`config.mk`:
```
export PLATFORM = sky130hd
export DESIGN_NAME = event_scheduler
export DESIGN_NICKNAME = d
export VERILOG_FILES = /design/src/rtl/sched_pkg.sv /design/src/rtl/sched_datapath.sv /design/src/rtl/sched_control.sv /design/src/rtl/event_scheduler.sv
export SDC_FILE = /design/constraint.sdc
export NUM_CORES = 1
export LEC_CHECK = 0
export ABC_AREA = 1
export BUFFER_PORTS_ARGS = -buffer_cell sky130_fd_sc_hd__buf_2
export CAP_MARGIN = 10
export CORE_MARGIN = 4
export CORE_UTILIZATION = 63
export CTS_BUF_LIST = sky130_fd_sc_hd__clkbuf_16
export DETAILED_ROUTE_END_ITERATION = 10
export PLACE_DENSITY = 0.81
export SLEW_MARGIN = 20
export SYNTH_ARGS = -nofsm -noshare
export SYNTH_HDL_FRONTEND = slang
export SYNTH_HIERARCHICAL = 1
export SYNTH_SLANG_ARGS = --single-unit
export TNS_END_PERCENT = 30
```
`constraint.sdc`:
```
create_clock -name clk -period 16.5 [get_ports clk]
set_input_delay 1.65 -clock clk [delete_from_list [all_inputs] [get_ports clk]]
set_output_delay 1.65 -clock clk [all_outputs]
set_load 0.005 [all_outputs]
```
`src/rtl/sched_pkg.sv`:
```
package sched_pkg;
  localparam int MOD_SLOTS  = 16;
  localparam int SIG_COUNT  = 32;
  localparam int TILE_COUNT = 4;
  localparam int MOD_W      = $clog2(MOD_SLOTS);
  localparam int TILE_W     = $clog2(TILE_COUNT);
  localparam int CNT_W      = $clog2(MOD_SLOTS + 1);

  typedef logic [MOD_W-1:0]  modId_t;
  typedef logic [TILE_W-1:0] tileId_t;
  typedef logic [CNT_W-1:0]  cnt_t;

  typedef enum logic [1:0] {
    MS_FREE  = 2'd0,
    MS_WAIT  = 2'd1,
    MS_READY = 2'd2,
    MS_RUN   = 2'd3
  } modState_e;

  // strobes from control to datapath
  typedef struct packed {
    logic [MOD_SLOTS-1:0] wakeMask;
    logic                 addWr;
    logic                 pop;
    tileId_t              fireTile;
  } schedStrobe_t;
endpackage

```
`src/rtl/sched_datapath.sv`:
```
module sched_datapath
  import sched_pkg::*;
(
  input  logic                       clk,
  input  logic                       rstN,
  input  schedStrobe_t               strb,
  input  modId_t                     addId,
  input  logic [SIG_COUNT-1:0]       addSens,
  input  logic [SIG_COUNT-1:0]       updMask,
  input  tileId_t                    doneTile,
  output logic [MOD_SLOTS-1:0]       updHit,
  output modId_t                     headMod,
  output logic                       queueEmpty,
  output modId_t                     doneMod,
  output logic [TILE_W*MOD_SLOTS-1:0] modTileVec,
  output cnt_t                       readyCount
);
  // connectivity directory: per signal, the set of sink slots
  logic [MOD_SLOTS-1:0] sinkDir [SIG_COUNT];

  // ready queue ring
  modId_t ring [MOD_SLOTS];
  modId_t headPtr, tailPtr;
  cnt_t   occ;

  // location tables
  tileId_t modTile [MOD_SLOTS];
  modId_t  tileMod [TILE_COUNT];

  modId_t slotPos [MOD_SLOTS];
  int     rank;

  always_comb begin
    updHit = '0;
    for (int s = 0; s < SIG_COUNT; s++) begin
      if (updMask[s]) updHit = updHit | sinkDir[s];
    end
  end

  // each woken slot gets its own write position: tail plus number of lower woken slots
  always_comb begin
    rank = 0;
    for (int m = 0; m < MOD_SLOTS; m++) begin
      slotPos[m] = modId_t'((int'(tailPtr) + rank) % MOD_SLOTS);
      if (strb.wakeMask[m]) rank = rank + 1;
    end
  end

  always_ff @(posedge clk) begin
    if (!rstN) begin
      for (int s = 0; s < SIG_COUNT; s++) sinkDir[s] <= '0;
    end else if (strb.addWr) begin
      for (int s = 0; s < SIG_COUNT; s++) sinkDir[s][addId] <= addSens[s];
    end
  end

  always_ff @(posedge clk) begin
    if (!rstN) begin
      headPtr <= '0;
      tailPtr <= '0;
      occ     <= '0;
      for (int m = 0; m < MOD_SLOTS; m++) ring[m] <= '0;
    end else begin
      for (int m = 0; m < MOD_SLOTS; m++) begin
        if (strb.wakeMask[m]) ring[slotPos[m]] <= modId_t'(m);
      end
      if (strb.pop) headPtr <= modId_t'((int'(headPtr) + 1) % MOD_SLOTS);
      tailPtr <= modId_t'((int'(tailPtr) + rank) % MOD_SLOTS);
      occ     <= cnt_t'(int'(occ) + rank - (strb.pop ? 1 : 0));
    end
  end

  always_ff @(posedge clk) begin
    if (!rstN) begin
      for (int m = 0; m < MOD_SLOTS; m++) modTile[m] <= '0;
      for (int t = 0; t < TILE_COUNT; t++) tileMod[t] <= '0;
    end else if (strb.pop) begin
      modTile[headMod]       <= strb.fireTile;
      tileMod[strb.fireTile] <= headMod;
    end
  end

  assign headMod    = ring[headPtr];
  assign queueEmpty = (occ == '0);
  assign doneMod    = tileMod[doneTile];
  assign readyCount = occ;

  for (genvar g = 0; g < MOD_SLOTS; g++) begin : gTileOut
    assign modTileVec[TILE_W*g +: TILE_W] = modTile[g];
  end

  // queue never holds more entries than there are slots
  a_r4_queue_bound: assert property (@(posedge clk) disable iff (!rstN)
    int'(occ) <= MOD_SLOTS);

  // a transfer only happens from a non-empty queue
  a_r7_pop_nonempty: assert property (@(posedge clk) disable iff (!rstN)
    strb.pop |-> !queueEmpty);

  // a dispatched slot records the tile it was sent to
  a_r11_tile_recorded: assert property (@(posedge clk) disable iff (!rstN)
    strb.pop |=> modTile[$past(headMod)] == $past(strb.fireTile));
endmodule

```
`src/rtl/sched_control.sv`:
```
module sched_control
  import sched_pkg::*;
(
  input  logic                   clk,
  input  logic                   rstN,
  input  logic [MOD_SLOTS-1:0]   updHit,
  input  logic                   queueEmpty,
  input  modId_t                 headMod,
  input  modId_t                 doneMod,
  input  logic                   addValid,
  input  modId_t                 addId,
  input  logic                   dispReady,
  input  logic                   doneValid,
  input  tileId_t                doneTile,
  output schedStrobe_t           strb,
  output logic                   dispValid,
  output tileId_t                dispTile,
  output logic [2*MOD_SLOTS-1:0] modStateVec
);
  modState_e             modState [MOD_SLOTS];
  logic [TILE_COUNT-1:0] tileBusy;
  tileId_t               rrPtr;

  tileId_t grantTile;
  tileId_t cand;
  logic    anyFree;
  logic    fire;
  logic    doneAct;
  logic    addOk;
  logic [MOD_SLOTS-1:0] wake;

  // round-robin search starting at the pointer
  always_comb begin
    grantTile = '0;
    cand      = '0;
    anyFree   = 1'b0;
    for (int i = 0; i < TILE_COUNT; i++) begin
      cand = tileId_t'((int'(rrPtr) + i) % TILE_COUNT);
      if (!anyFree && !tileBusy[cand]) begin
        anyFree   = 1'b1;
        grantTile = cand;
      end
    end
  end

  always_comb begin
    for (int m = 0; m < MOD_SLOTS; m++) begin
      wake[m] = (modState[m] == MS_WAIT) && updHit[m];
    end
  end

  assign dispValid = !queueEmpty && anyFree;
  assign dispTile  = grantTile;
  assign fire      = dispValid && dispReady;
  assign doneAct   = doneValid && tileBusy[doneTile];
  assign addOk     = addValid && (modState[addId] == MS_FREE);

  always_comb begin
    strb.wakeMask = wake;
    strb.addWr    = addOk;
    strb.pop      = fire;
    strb.fireTile = grantTile;
  end

  always_ff @(posedge clk) begin
    if (!rstN) begin
      for (int m = 0; m < MOD_SLOTS; m++) modState[m] <= MS_FREE;
    end else begin
      for (int m = 0; m < MOD_SLOTS; m++) begin
        if (wake[m]) modState[m] <= MS_READY;
        else if (fire && headMod == modId_t'(m)) modState[m] <= MS_RUN;
        else if (doneAct && doneMod == modId_t'(m)) modState[m] <= MS_WAIT;
        else if (addOk && addId == modId_t'(m)) modState[m] <= MS_WAIT;
      end
    end
  end

  always_ff @(posedge clk) begin
    if (!rstN) begin
      tileBusy <= '0;
      rrPtr    <= '0;
    end else begin
      if (fire) begin
        tileBusy[grantTile] <= 1'b1;
        rrPtr <= tileId_t'((int'(grantTile) + 1) % TILE_COUNT);
      end
      if (doneAct) tileBusy[doneTile] <= 1'b0;
    end
  end

  for (genvar g = 0; g < MOD_SLOTS; g++) begin : gSlot
    assign modStateVec[2*g +: 2] = modState[g];

    // a waiting slot hit by an update is ready at the next cycle
    a_r3_wake: assert property (@(posedge clk) disable iff (!rstN)
      (modState[g] == MS_WAIT && updHit[g]) |=> modState[g] == MS_READY);

    // a running slot stays running until its tile completes
    a_r5_run_hold: assert property (@(posedge clk) disable iff (!rstN)
      (modState[g] == MS_RUN && !(doneAct && doneMod == modId_t'(g)))
        |=> modState[g] == MS_RUN);

    // the accepted head becomes running
    a_r7_fire_run: assert property (@(posedge clk) disable iff (!rstN)
      (fire && headMod == modId_t'(g)) |=> modState[g] == MS_RUN);
  end

  // the offered tile is never one that is busy
  a_r8_grant_free: assert property (@(posedge clk) disable iff (!rstN)
    dispValid |-> !tileBusy[dispTile]);

  // no offer while every tile is busy
  a_r9_no_offer_full: assert property (@(posedge clk) disable iff (!rstN)
    (&tileBusy) |-> !dispValid);

  // a completion frees its tile
  a_r10_done_frees: assert property (@(posedge clk) disable iff (!rstN)
    doneAct |=> !tileBusy[$past(doneTile)]);
endmodule

```
`src/rtl/event_scheduler.sv`:
```
module event_scheduler
  import sched_pkg::*;
(
  input  logic                        clk,
  input  logic                        rstN,
  input  logic [SIG_COUNT-1:0]        updMask,
  input  logic                        addValid,
  input  logic [MOD_W-1:0]            addId,
  input  logic [SIG_COUNT-1:0]        addSens,
  output logic                        dispValid,
  output logic [MOD_W-1:0]            dispMod,
  output logic [TILE_W-1:0]           dispTile,
  input  logic                        dispReady,
  input  logic                        doneValid,
  input  logic [TILE_W-1:0]           doneTile,
  output logic [2*MOD_SLOTS-1:0]      modStateVec,
  output logic [TILE_W*MOD_SLOTS-1:0] modTileVec,
  output logic [CNT_W-1:0]            readyCount
);
  schedStrobe_t         strb;
  logic [MOD_SLOTS-1:0] updHit;
  modId_t               headMod;
  modId_t               doneMod;
  logic                 queueEmpty;

  sched_control u_ctrl (
    .clk        (clk),
    .rstN       (rstN),
    .updHit     (updHit),
    .queueEmpty (queueEmpty),
    .headMod    (headMod),
    .doneMod    (doneMod),
    .addValid   (addValid),
    .addId      (addId),
    .dispReady  (dispReady),
    .doneValid  (doneValid),
    .doneTile   (doneTile),
    .strb       (strb),
    .dispValid  (dispValid),
    .dispTile   (dispTile),
    .modStateVec(modStateVec)
  );

  sched_datapath u_dp (
    .clk        (clk),
    .rstN       (rstN),
    .strb       (strb),
    .addId      (addId),
    .addSens    (addSens),
    .updMask    (updMask),
    .doneTile   (doneTile),
    .updHit     (updHit),
    .headMod    (headMod),
    .queueEmpty (queueEmpty),
    .doneMod    (doneMod),
    .modTileVec (modTileVec),
    .readyCount (readyCount)
  );

  assign dispMod = headMod;
endmodule

```
==> results.md, run 1 <==
- Largest net degree at the start of global routing: 55
- Comb power frac: 42.6%
- Hold Violations, Final: 0
- GRT Total Usage: 38.2%
- Post-synth top area share: 48.7%
- WP data arrival: 14560 ps
- Async SR Flop Fraction: 0%
- Drt first pass iters: 7
- RSZ-0062 raised after global routing: false
- Post CTS Setup Buffer Count: 0
- Switching Share: 42.5%
- DRT met1 WL: 46100 um
- Via count: 32500
- Setup tns final: 0 ps
- Clock share of power: 24.8%
- Vias per cell: 6.33
- Slowest CP cell: nor2_1
- Initial Utilization: 64.1%
- Pleak: 17.8 nW
- Hold buffers post-CTS: 0
- Metal3 WL: 19900 um
- Final Setup Violations: 0
- Critical Path Most Common Cell: nand2_1
- Final HPWL DP: 86100 um
- Rows: 87
- Grt ovf: 0
- Relative slew margins: 18.2%
- Routed WL: 123000 um
- Clock root buffer: clkbuf_16
- Seq/Total Area, Yosys: 53.5%
- Worst r2r path cells: 67
- Int Pwr: 3.82 mW
- Buf/Inv on CP: 11
- CTS tree: yes
- Pins over their slew limit: 0
- Slowest stage delay, CP: 580 ps
- WP data required: 17050 ps
- Area leader, netlist: edfxtp_1
- GP Congestion: 1.01
- Area growth from synthesis to layout: 10.5%
- Ys Warns: 6
- Longest Clk Path Bufs: 3
- Die area: 0.0619 sq mm
- Post-Synthesis Mean Instance Area: 8.69 sq um
- CTS sink count: 679
- Synth top area cells: edfxtp_1 49%, nand2_1 11%, nor2_1 7.2%
- Vias in the first global route: 30300
- CP Depth: 69
- CTS buffer count: 71
- IO Pins: 151
- Iteration-0 DRC Markers: 5587
- H-tree depth: 3
- WS Path Type: input pin to register
- DR WL met2: 51200 um
- Number of synthesized flops with an enable pin: 592
- DR DRC count: 0
- Switching pwr: 2.82 mW
- Crit path capture type: register
- Crit path max fanout: 10
- Placeable Area: 0.0569 sq mm
- Startpoint Class: input pin
- Worst-Margin Slew: 1230 ps
- Seq pwr share: 32.6%
- CP delay by family, top: adder cells
- Fin crit share: 84.9%
- Cells after Synth: 4200
- Fmax: 0.0714 GHz
- Initial antenna violation count: 7
- Clk Latency, worst-skew pair: 640 ps
- Worst IR Drop VDD: 0.100 mV
- Clock transition at the registers of the reported paths: 70 ps
- Post-CTS resize count: 0
- Tmin final: 14010 ps
- Tot Pwr: 6.64 mW
- First-pass GRT wire length: 181000 um
- Max-cap violations: 0
- Die span in x: 249 um
- Ys flop type: edfxtp_1
- Post-DRT Antenna Nets: 0
- IO buf count: 150
- WHS Path Cells: 2
- Mapped Area: 0.0365 sq mm
- Syn_nets: 4365
- Final Util: 70.8%
- Worst Hold Class: register to register
- Share of cells above drive strength 1: 9.68%
- FILL cells: 4312
- Final #Nets: 4488
- Top layer reached by signal wires: met5
- Count leader, synth: nand2_1
- #FFs+latches synth: 679
- Power per cell area: 165 mW/mm^2
- Post-synth top cells: 1061 x nand2_1, 700 x nor2_1, 592 x edfxtp_1
- Layout Skew: 38.0 ps
- Die H: 249 um
- DR WL/cell: 23.9 um
- Status: complete, no violations
- Netlist cell types: 62
-- power groups by stage --
| stage | Clock (mW) | Combinational (mW) | Sequential, mW |
|---|---|---|---|
| after floorplan | 0 | 1.95 | 2.16 |
| after global placement | 0 | 2.65 | 2.19 |
| after detailed placement | 0 | 2.71 | 2.19 |
| after CTS | 1.65 | 2.73 | 2.16 |
| after global routing | 1.72 | 3.12 | 2.17 |
| final | 1.65 | 2.83 | 2.17 |
-- path summary, 6_finish.rpt --
path                         from                 end  slack [ps]
max reg2reg  u_dp/sinkDir[0][176]  u_dp/readyCount[4]        3770
max                    updMask[4]  u_dp/readyCount[4]        2490
min reg2reg       u_dp/ring[4][3]     u_dp/ring[4][3]         490
min               u_dp/ring[4][3]     u_dp/ring[4][3]         490
-- state kept, by name, summed over array words and instances, names as in the netlist, named ones only --
register         flops
u_ctrl/modState     32
u_ctrl/rrPtr         2
u_ctrl/tileBusy      4
u_dp/headPtr         4
u_dp/modTile        32
u_dp/readyCount      5
u_dp/ring           64
u_dp/sinkDir       512
u_dp/tailPtr         4
u_dp/tileMod        16
-- per-stage QoR --
step	hold WS, ps	setup slack, ps	area (sq um)	cells
2_1_floorplan	446	3900	36500	4200
3_3_place_gp	467	2920	37900	5005
3_5_place_dp	471	2330	37900	5006
4_1_cts	488	2830	40300	5135
5_1_grt	502	1850	40300	5137
6_report	491	2490	40300	5140
-- logic make-up after synthesis --
family | Yosys count | share of synthesized area [%]
AO/OA/AOI/OAI | 469 | 8.40
adder cells (fa/ha/maj) | 90 | 3.41
multiplexers | 10 | 0.274
XOR/XNOR | 37 | 0.929
flip-flops | 679 | 53.5
buffers and inverters | 632 | 6.65
AND/OR/NAND/NOR | 2283 | 26.9
-- worst reg2reg max path: cells and delay by family (launching register included) --
kind	cells	cell delay [ps]
buffers and inverters	9	680
adder cells (fa/ha/maj)	16	4980
flip-flops	1	340
XOR/XNOR	1	250
AND/OR/NAND/NOR	33	4610
AO/OA/AOI/OAI	8	1750
-- placed cells by master (no fill, tap or decap), types with 34 or more instances in the layout --
master	n
nand2_1	1061
nor2_1	700
edfxtp_1	592
inv_1	472
nand3_1	200
buf_2	150
o21ai_0	121
nand4_1	120
a21oi_1	107
a221oi_1	93
dfxtp_1	86
nor3_1	74
ha_1	74
clkbuf_16	72
buf_4	36
nand2_2	34
-- per-layer routing --
metal / global-route usage (%) / up-vias
li1: - / 14400
met1: 54.4 / 15100
met2: 54.9 / 2601
met3: 11.9 / 391
met4: 15.8 / 4
met5: 0 / -
-- area by class of cell --
type / instances / area, sq um / area share, %
well taps: 756 / 946 / 2.35
flip-flops and latches: 679 / 19500 / 48.4
diodes: 5 / 12.5 / 0.0310
clock inverters: 57 / 592 / 1.47
clock buffers: 72 / 1800 / 4.47
repair buffers: 186 / 1020 / 2.53
inverters: 496 / 1870 / 4.64
multi-input cells: 2889 / 14600 / 36.1
No activity file was read; power rests on OpenSTA's default activity.
==> run 2, diff against run 1 <==
==> constraint.sdc (replaced) <==
create_clock -name clk -period 13.8 [get_ports clk]
set_input_delay 1.38 -clock clk [delete_from_list [all_inputs] [get_ports clk]]
set_output_delay 1.38 -clock clk [all_outputs]
set_load 0.005 [all_outputs]
==> run 2 against run 1 <==
Against the previous run: final cell count up 0.58%; sequential power up 19%; clock power up 16%; clock skew down 7.7 ps; utilization up 0.40 points; power up 20%; register-to-register slack worse by 2700 ps; setup slack worse by 1900 ps.
==> results.md, run 2 (synthesized netlist as in run 1, its figures left out) <==
- Largest net degree at the start of global routing: 103
- DR WL/cell: 23.8 um
- Startpoint Class: input pin
- WP data required: 14360 ps
- Rows: 87
- WHS Path Cells: 2
- Post-CTS resize count: 0
- Most frequent cells in the layout: 1061 x nand2_1, 699 x nor2_1, 592 x edfxtp_1
- Hold EP: u_dp/ring[8][0]
- Vias per cell: 6.38
- Final HPWL DP: 87500 um
- Clock transition at the registers of the reported paths: 60 ps
- Die span in x: 249 um
- Routed WL: 123000 um
- Fin crit share: 95.7%
- CTS buffer count: 72
- Worst slack, placed: -10.9 ps
- Post-DP Area: 0.0382 sq mm
- Clock share of power: 24.2%
- IO buf count: 150
- First-pass GRT wire length: 181000 um
- WS Path Type: input pin to register
- Initial Utilization: 64.1%
- FILL cells: 4242
- Max FFs per register: 512
- IO Pins: 151
- Initial antenna violation count: 7
- WP data arrival: 13760 ps
- Design area: 0.0406 sq mm
- Share of cells above drive strength 1: 10.5%
- Die H: 249 um
- Relative slew margins: 20.0%
- Status: complete, no violations
- Regs by FF count: u_dp/sinkDir (512), u_dp/ring (64)
- Worst r2r path cells: 67
- Clock root buffer: clkbuf_16
- Crit path max fanout: 8
- Hold Violations, Final: 0
- H-tree depth: 3
- Slowest CP cell: a221oi_1
- CTS tree: yes
- Grt ovf: 0
- R2r startpoint: u_dp/sinkDir[1][192]
- Drt first pass iters: 6
- Most common cell after layout, fill and taps aside: nand2_1
- Iteration-0 DRC Markers: 5899
- Power per cell area: 196 mW/mm^2
- DR DRC count: 0
- Slowest stage delay, CP: 780 ps
- Comb power frac: 43.2%
- Longest Clk Path Bufs: 3
- Hold slack: 489 ps
- Switching pwr: 3.41 mW
- Max-cap violations: 0
- Post-DRT Antenna Nets: 0
- Critical Path Most Common Cell: nand2_1
- Clk Latency, worst-skew pair: 640 ps
- Die area: 0.0619 sq mm
- GRT Total Usage: 38.3%
- Final Setup Violations: 0
- Vias in the first global route: 30200
- Largest Register: u_dp/sinkDir
- Placeable Area: 0.0569 sq mm
- Post CTS Setup Buffer Count: 0
- Final #Nets: 4519
- Seq pwr share: 32.6%
- Worst-Margin Slew: 1200 ps
- Int Pwr: 4.53 mW
- Layout Skew: 30.3 ps
- Pins over their slew limit: 0
- Worst Hold Class: register to register
- Hold Startpoint: u_dp/ring[8][0]
- Via count: 33000
- Post-route setup slack: 596 ps
- Pleak: 17.9 nW
- Switching Share: 42.9%
- Worst IR Drop VDD: 0.135 mV
- Tmin final: 13200 ps
- RR Endpoint: u_dp/readyCount[4]
- R2R Setup Slk: 1090 ps
- GP Congestion: 1.04
- CTS sink count: 679
- Area growth from synthesis to layout: 11.1%
- Fmax: 0.0757 GHz
- Setup tns final: 0 ps
- Hold buffers post-CTS: 0
- Crit path capture type: register
-- run 2: how the worst max path moves through the flow --
stage | from | endpoint | slack [ps] | cells past startpoint
after CTS | updMask[4] | u_dp/readyCount[4] | 600 | 69
after detailed placement | updMask[4] | u_dp/readyCount[4] | -10 | 69
after global routing | updMask[4] | u_dp/readyCount[4] | -20 | 69
after floorplan | updMask[11] | u_dp/readyCount[4] | 1470 | 68
final | updMask[31] | u_dp/readyCount[4] | 600 | 65
after global placement | updMask[4] | u_dp/readyCount[4] | 510 | 70
-- run 2: metrics by stage --
stage | std cells | utilization, % | power (mW)
6_report | 5170 | 71.2 | 7.94
5_1_grt | 5168 | 71.2 | 8.38
4_1_cts | 5166 | 71.1 | 7.78
3_5_place_dp | 5036 | 67.0 | 5.87
3_3_place_gp | 5036 | 67.0 | 5.81
2_1_floorplan | 4200 | - | 4.91
-- run 2: layout make-up --
class	count	area (sq um)	share of cell area, %
clock inverter	57	513	1.27
antenna	4	10.0	0.0247
clock buffer	73	1830	4.50
multi-input combinational	2889	14600	36.0
sequential	679	19500	48.1
inverter	496	1870	4.62
tap	756	946	2.33
timing repair buffer	216	1260	3.12
-- run 2: routing by layer --
layer	track usage (%)	vias to the layer above	wire length [um]
met1	54.4	15300	45900
li1	-	14500	-
met3	13.3	405	20800
met5	0	-	35
met2	55.2	2737	51100
met4	13.8	6	5400
-- run 2: critical path, delay by kind of cell --
| family | cells | cell delay (ps) |
|---|---|---|
| and+or+nand+nor | 30 | 4020 |
| adders and majority gates | 16 | 4910 |
| xor gates and xnor gates | 1 | 210 |
| AOI/OAI and AO/OA | 8 | 2330 |
| buffers and inverters | 10 | 880 |
-- run 2: power groups by stage --
stage / Clock, mW / Combinational (mW) / Sequential [mW]
4_1_cts: 1.93 / 3.28 / 2.58
2_1_floorplan: 0 / 2.33 / 2.58
3_5_place_dp: 0 / 3.25 / 2.62
5_1_grt: 2.02 / 3.76 / 2.60
3_3_place_gp: 0 / 3.19 / 2.62
6_report: 1.92 / 3.43 / 2.59
